**src/rtl/awc_pkg.sv**
```systemverilog
`timescale 1ns/1ps
package awc_pkg;

    localparam int FB_COLS   = 64;
    localparam int FB_ROWS   = 80;
    localparam int BYTE_W    = 8;
    localparam int COL_W     = $clog2(FB_COLS);
    localparam int ROW_W     = $clog2(FB_ROWS);
    localparam int FB_BYTES  = FB_COLS * FB_ROWS;
    localparam int FB_ADDR_W = $clog2(FB_BYTES);

    typedef enum logic {
        TRAV_HORIZ = 1'b0,
        TRAV_VERT  = 1'b1
    } trav_e;

    typedef struct packed {
        logic                 we;
        logic [FB_ADDR_W-1:0] addr;
        logic [BYTE_W-1:0]    data;
    } wr_beat_t;

    // Reduce an 8-bit command value modulo m by repeated subtraction.
    function automatic logic [BYTE_W-1:0] mod_reduce(input logic [BYTE_W-1:0] v,
                                                     input int m);
        logic [BYTE_W-1:0] r;
        r = v;
        for (int k = 0; k < 4; k++) begin
            if (int'(r) >= m) r = r - BYTE_W'(m);
        end
        return r;
    endfunction

endpackage

```
**src/rtl/awc_wrap_ctr.sv**
```systemverilog
`timescale 1ns/1ps
module awc_wrap_ctr #(
    parameter int MAXV    = 64,
    parameter int W       = $clog2(MAXV),
    parameter int RST_END = MAXV - 1
) (
    input  logic         clk,
    input  logic         rst,
    input  logic         load,
    input  logic [W-1:0] ld_start,
    input  logic [W-1:0] ld_end,
    input  logic         step,
    output logic [W-1:0] cur_eff,
    output logic         wrap_eff
);
    logic [W-1:0] cur_q, start_q, end_q;
    logic [W-1:0] base, lim, st;

    // A same-cycle load overrides the stored window and position.
    always_comb begin
        st       = load ? ld_start : start_q;
        lim      = load ? ld_end   : end_q;
        base     = load ? ld_start : cur_q;
        wrap_eff = (base >= lim);
        cur_eff  = base;
    end

    always_ff @(posedge clk) begin
        if (rst) begin
            cur_q   <= '0;
            start_q <= '0;
            end_q   <= W'(RST_END);
        end else begin
            if (load) begin
                start_q <= ld_start;
                end_q   <= ld_end;
            end
            if (step) cur_q <= wrap_eff ? st : base + 1'b1;
            else      cur_q <= base;
        end
    end


    cur_in_range_chk: assert property (@(posedge clk) disable iff (rst)
        ({1'b0, cur_q} < (W+1)'(MAXV)));


    load_sets_start_chk: assert property (@(posedge clk) disable iff (rst)
        (load && !step) |=> (cur_q == $past(ld_start)));


    wrap_to_start_chk: assert property (@(posedge clk) disable iff (rst)
        (step && (base >= lim)) |=> (cur_q == $past(st)));

endmodule

```
**src/rtl/awc_step_ctrl.sv**
```systemverilog
`timescale 1ns/1ps
module awc_step_ctrl
    import awc_pkg::*;
#(
    parameter int CMD_W    = 8,
    parameter int VERT_BIT = 2
) (
    input  logic             clk,
    input  logic             rst,
    input  logic             mode_load,
    input  logic [CMD_W-1:0] mode_in,
    input  logic             data_valid,
    input  logic             col_wrap,
    input  logic             row_wrap,
    output logic             col_step,
    output logic             row_step
);
    trav_e mode_q, mode_eff;

    always_comb begin
        mode_eff = mode_load ? trav_e'(mode_in[VERT_BIT]) : mode_q;
        if (mode_eff == TRAV_VERT) begin
            row_step = data_valid;
            col_step = data_valid && row_wrap;
        end else begin
            col_step = data_valid;
            row_step = data_valid && col_wrap;
        end
    end

    always_ff @(posedge clk) begin
        if (rst)            mode_q <= TRAV_HORIZ;
        else if (mode_load) mode_q <= trav_e'(mode_in[VERT_BIT]);
    end


    horiz_row_hold_chk: assert property (@(posedge clk) disable iff (rst)
        (data_valid && !mode_load && mode_q == TRAV_HORIZ && !col_wrap) |-> !row_step);


    vert_col_hold_chk: assert property (@(posedge clk) disable iff (rst)
        (data_valid && !mode_load && mode_q == TRAV_VERT && !row_wrap) |-> !col_step);


    idle_no_step_chk: assert property (@(posedge clk) disable iff (rst)
        !data_valid |-> (!col_step && !row_step));

endmodule

```
**src/rtl/awc_out_stage.sv**
```systemverilog
`timescale 1ns/1ps
module awc_out_stage
    import awc_pkg::*;
(
    input  logic                 clk,
    input  logic                 rst,
    input  logic                 data_valid,
    input  logic [BYTE_W-1:0]    data_in,
    input  logic [COL_W-1:0]     col,
    input  logic [ROW_W-1:0]     row,
    input  logic                 redraw_clr,
    output logic                 mem_we,
    output logic [FB_ADDR_W-1:0] mem_addr,
    output logic [BYTE_W-1:0]    mem_data,
    output logic                 redraw
);
    wr_beat_t beat_d, beat_q;
    logic     redraw_q;

    always_comb begin
        beat_d.we   = data_valid;
        beat_d.addr = FB_ADDR_W'(row) * FB_ADDR_W'(FB_COLS) + FB_ADDR_W'(col);
        beat_d.data = data_in;
    end

    always_ff @(posedge clk) begin
        if (rst) begin
            beat_q   <= '0;
            redraw_q <= 1'b0;
        end else begin
            beat_q <= beat_d;
            if (data_valid)      redraw_q <= 1'b1;
            else if (redraw_clr) redraw_q <= 1'b0;
        end
    end

    assign mem_we   = beat_q.we;
    assign mem_addr = beat_q.addr;
    assign mem_data = beat_q.data;
    assign redraw   = redraw_q;


    we_follows_strobe_chk: assert property (@(posedge clk) disable iff (rst)
        data_valid |=> mem_we);


    addr_bound_chk: assert property (@(posedge clk) disable iff (rst)
        mem_we |-> ({1'b0, mem_addr} < (FB_ADDR_W+1)'(FB_BYTES)));


    redraw_set_chk: assert property (@(posedge clk) disable iff (rst)
        data_valid |=> redraw);


    redraw_hold_chk: assert property (@(posedge clk) disable iff (rst)
        (!data_valid && !redraw_clr) |=> (redraw == $past(redraw)));

endmodule

```
**src/rtl/awc_addr_gen.sv**
```systemverilog
`timescale 1ns/1ps
module awc_addr_gen
    import awc_pkg::*;
#(
    parameter int CMD_W    = 8,
    parameter int VERT_BIT = 2
) (
    input  logic                 clk,
    input  logic                 rst,
    input  logic                 col_win_load,
    input  logic [CMD_W-1:0]     col_start_in,
    input  logic [CMD_W-1:0]     col_end_in,
    input  logic                 row_win_load,
    input  logic [CMD_W-1:0]     row_start_in,
    input  logic [CMD_W-1:0]     row_end_in,
    input  logic                 mode_load,
    input  logic [CMD_W-1:0]     mode_in,
    input  logic                 data_valid,
    input  logic [BYTE_W-1:0]    data_in,
    input  logic                 redraw_clr,
    output logic                 mem_we,
    output logic [FB_ADDR_W-1:0] mem_addr,
    output logic [BYTE_W-1:0]    mem_data,
    output logic                 redraw
);
    logic [COL_W-1:0] col_ld_s, col_ld_e, col_cur;
    logic [ROW_W-1:0] row_ld_s, row_ld_e, row_cur;
    logic             col_wrap, row_wrap, col_step, row_step;

    // Window values are reduced into range before they reach the counters.
    always_comb begin
        col_ld_s = COL_W'(mod_reduce(BYTE_W'(col_start_in), FB_COLS));
        col_ld_e = COL_W'(mod_reduce(BYTE_W'(col_end_in),   FB_COLS));
        row_ld_s = ROW_W'(mod_reduce(BYTE_W'(row_start_in), FB_ROWS));
        row_ld_e = ROW_W'(mod_reduce(BYTE_W'(row_end_in),   FB_ROWS));
    end

    awc_wrap_ctr #(.MAXV(FB_COLS), .W(COL_W), .RST_END(FB_COLS-1)) col_ctr_i (
        .clk(clk), .rst(rst), .load(col_win_load),
        .ld_start(col_ld_s), .ld_end(col_ld_e), .step(col_step),
        .cur_eff(col_cur), .wrap_eff(col_wrap));

    awc_wrap_ctr #(.MAXV(FB_ROWS), .W(ROW_W), .RST_END(FB_ROWS-1)) row_ctr_i (
        .clk(clk), .rst(rst), .load(row_win_load),
        .ld_start(row_ld_s), .ld_end(row_ld_e), .step(row_step),
        .cur_eff(row_cur), .wrap_eff(row_wrap));

    awc_step_ctrl #(.CMD_W(CMD_W), .VERT_BIT(VERT_BIT)) step_i (
        .clk(clk), .rst(rst), .mode_load(mode_load), .mode_in(mode_in),
        .data_valid(data_valid), .col_wrap(col_wrap), .row_wrap(row_wrap),
        .col_step(col_step), .row_step(row_step));

    awc_out_stage out_i (
        .clk(clk), .rst(rst), .data_valid(data_valid), .data_in(data_in),
        .col(col_cur), .row(row_cur), .redraw_clr(redraw_clr),
        .mem_we(mem_we), .mem_addr(mem_addr), .mem_data(mem_data),
        .redraw(redraw));


    reset_quiet_chk: assert property (@(posedge clk)
        $past(rst) |-> (!mem_we && !redraw));

endmodule

```
**config.mk**
```make
export PLATFORM = sky130hd
export DESIGN_NAME = awc_addr_gen
export DESIGN_NICKNAME = d
export VERILOG_FILES = /design/src/rtl/awc_pkg.sv /design/src/rtl/awc_wrap_ctr.sv /design/src/rtl/awc_step_ctrl.sv /design/src/rtl/awc_out_stage.sv /design/src/rtl/awc_addr_gen.sv
export SDC_FILE = /design/constraint.sdc
export NUM_CORES = 1
export LEC_CHECK = 0
export BUFFER_PORTS_ARGS = -buffer_cell sky130_fd_sc_hd__buf_4
export CORE_MARGIN = 3
export CORE_UTILIZATION = 30
export DETAILED_ROUTE_END_ITERATION = 10
export PLACE_DENSITY = 0.5
export SETUP_SLACK_MARGIN = 0.05
export SYNTH_ARGS = -nofsm -noshare
export SYNTH_HDL_FRONTEND = slang
export SYNTH_SLANG_ARGS = --single-unit
```
**constraint.sdc**
```tcl
create_clock -name clk -period 14.7 [get_ports clk]
set_clock_uncertainty 0.05 [all_clocks]
set_input_delay 2.94 -clock clk [delete_from_list [all_inputs] [get_ports clk]]
set_output_delay 2.94 -clock clk [all_outputs]
set_load 0.01 [all_outputs]
```
==> metrics <==
total power 0.5275 mW; antenna violations before repair 0; # diodes 0; final WL 9467 microns; Cell variety after synth 71; Crit path arrival time 8.91 ns; pre-CTS setup slack 5.588 ns; DPL Wire Length 7075 microns; Post-Syn Area 3906 sq um; crit path launch type input pin; global-route wire length before repair 15,990 microns; Pins Over Slew Limit 0; CTS resizes 0; final non-filler cell total around 700; post-CTS setup buffer count 0; WHS Endpoint row_ctr_i.end_q[5]; CTS tree built; Port Buf Inserts 66; area grow syn2layout 23.67%; Routed WL per cell ~14 microns; hold_buf cts 0; Filler cells 1,331; most common cell after layout, fill and taps aside buf_4; Ys Warns 0; routability congestion estimate 0.8321; total global-route track usage 13.40%; f_max 114.0 MHz; LEAKAGE 2.115 nW; WHS Path Cells 1; clk slew on worst S/H paths 0.05 ns; WS Path Type in -> reg; average size of a mapped cell 8.347 sq um; largest net degree at the start of global routing 53; Die Span X 120.1 microns; clock sink total between 60 and 70; crit path capture type flip-flop; share of post-route cells with drive strength above 1 20.42%; critical path's largest stage delay between 0.4 and 0.5 ns; Compound-Gate Fraction of Synth Area 20.88%; relative slew slack 52.72%; Hold WS 0.4223 ns; R2R Setup Slk 11.87 ns; Main synth FF type dfxtp_1; max-cap violations 0; drt pass-1 iters 4; Setup TNS 0 ns; RSZ-0062 raised after global routing no; min-delay src row_ctr_i.end_q[5]; outcome finished, final reports clean; post-synthesis adder-cell area fraction 7.367%; most frequent cells in the layout 67 x buf_4, 63 x dfxtp_1, 49 x nor2_1; antenna viol nets, final 0; post-synthesis register bit count 63; total CTS buffers 9; R2R Path Start col_ctr_i.cur_q[0]; Initial Util 30.83%; core area 12,670 sq um; Cells after DPL around 700; clk_lat worst skew 0.33 ns; Residual DRC 0; Tcrit/Tclk final 59.67%; Gate Count Post-Synth 468; H-tree Lvls 3; Worst Hold Class reg -> reg; Ports between 70 and 80; clock buffer depth 2; setup ws final 5.928 ns; mux cell area share after synthesis between 10 and 15%; Root Driver clkbuf_16; Iter 0 DRT Violations 246; vias approximately 3,500; GRT overflow 0; peak supply drop 0.06234 mV; asr flop ratio synth 0%; Final nets between 600 and 700; depth of the worst register-to-register path 11; Slew @ Worst Pin 0.7002 ns; die height ~120 microns; Seq/Total Area, Yosys 32.29%; # rows between 40 and 50; Most common cell on crit path ha_1; EDFF count, synth 0; syn nets 546; Crit-path slowest cell a311oi_2; largest family of logic cells by synthesized area simple AND/OR/NAND/NOR gates; CP required 14.84 ns; Vias/cell 4.969; reg2reg end row_ctr_i.cur_q[6]; post-route minimum period 8.772 ns; Fin. Hold Viols 0; PwrDens 109.2 nW/um^2; CP max FO 16; vias in the first global route ~3,400; Post-Synth XOR/XNOR Area 0.8969%; family with the most delay on the worst path compound AO/OA/AOI/OAI gates; full die area 14,430 sq um; Simple-Gate Fraction of Synth Area between 20% and 30%; CP Buf/Inv Count 3; Setup-failing EPs final 0
==> final cells by class <==
type	instances	area (sq um)	area share (%)
Clock buffer	12	246.5	5.102
Clock inverter	4	45.04	0.9324
Inverter	25	93.84	1.943
Multi-Input combinational cell	358	2466	51.05
Sequential cell	63	1261	26.11
Tap cell	172	215.2	4.455
Timing Repair Buffer	67	503.0	10.41
==> synthesized netlist by cell type (all sizes together) (3+ instances only) <==
library cell / number / area, sq um
dfxtp: 63 / 1261
nor2: 49 / 183.9
nand2: 41 / 156.4
mux2i: 35 / 350.3
inv: 25 / 93.84
a21oi: 24 / 123.9
ha: 23 / 287.8
o21ai: 20 / 103.9
nand3: 17 / 85.08
clkbuf: 15 / 56.30
nor2b: 15 / 93.84
nor3: 11 / 55.05
nand2b: 10 / 62.56
a31oi: 8 / 50.05
buf: 7 / 28.78
mux2: 7 / 78.83
o211ai: 7 / 57.55
a21o: 6 / 45.04
a22oi: 6 / 45.04
and2: 6 / 37.54
and3: 5 / 36.28
or4: 5 / 41.29
nand4: 4 / 25.02
o21a: 4 / 30.03
o311ai: 4 / 42.55
xnor2: 4 / 35.03
a211o: 3 / 26.28
a211oi: 3 / 22.52
==> through the flow <==
step                area [sq um]  util (%)
global placement            4539     35.83
detailed placement          4539     35.83
CTS                         4831     38.13
floorplan                   3906         -
finish                      4831     38.13
global route                4831     38.13
==> cell families after synthesis <==
group	after synthesis
DFF	63
muxes	42
adders and majority gates	23
and+or+nand+nor	175
xor gates and xnor gates	4
AOI/OAI and AO/OA	114
buffers and inverters	47
==> report_power, final <==
part           total, mW  switching, mW  internal (mW)
clock              0.207         0.0726          0.135
combinational      0.132         0.0750         0.0574
sequential         0.188        0.00328          0.184
total              0.528          0.151          0.377
==> worst max-delay path by stage <==
stage | startpoint | to | slack [ns] | cells after the start
after floorplan | row_end_in[4] | col_ctr_i.cur_q[4] | 6.93 | 31
after global placement | row_end_in[4] | col_ctr_i.cur_q[2] | 5.71 | 31
after detailed placement | row_end_in[4] | col_ctr_i.cur_q[2] | 5.59 | 31
after CTS | row_end_in[4] | col_ctr_i.cur_q[2] | 5.90 | 31
after global routing | row_end_in[4] | col_ctr_i.cur_q[3] | 5.31 | 31
final | row_end_in[4] | col_ctr_i.cur_q[2] | 5.93 | 31
==> state kept, by name (all words and copies together), names as in the netlist <==
name,count
out_i.mem_addr,13
out_i.mem_data,8
row_ctr_i.cur_q,7
row_ctr_i.end_q,7
row_ctr_i.start_q,7
col_ctr_i.cur_q,6
col_ctr_i.end_q,6
col_ctr_i.start_q,6
out_i.mem_we,1
out_i.redraw,1
step_i.mode_q,1
==> worst reg2reg max path, stage by stage, from the launching register on <==
cell and delay, ns:
dfxtp_1 0.29, mux2i_1 0.34, ha_1 0.31, nand2b_1 0.14, a21o_1 0.17, a21o_1 0.16
a21oi_1 0.27, o211ai_1 0.16, nand2_1 0.26, nor2_1 0.10, and3_1 0.18, o311ai_0 0.28
==> per-layer routing <==
metal	GRT usage (%)	routed length (microns)	share of wire, %	up-vias
li1	-	-	-	1813
met1	16.70	4498	48	1599
met2	22.80	4485	47	61
met3	3.582	368	3.9	10
met4	3.651	115	1.2	0
met5	0	0	0	-
No activity file was read; power rests on OpenSTA's default activity.
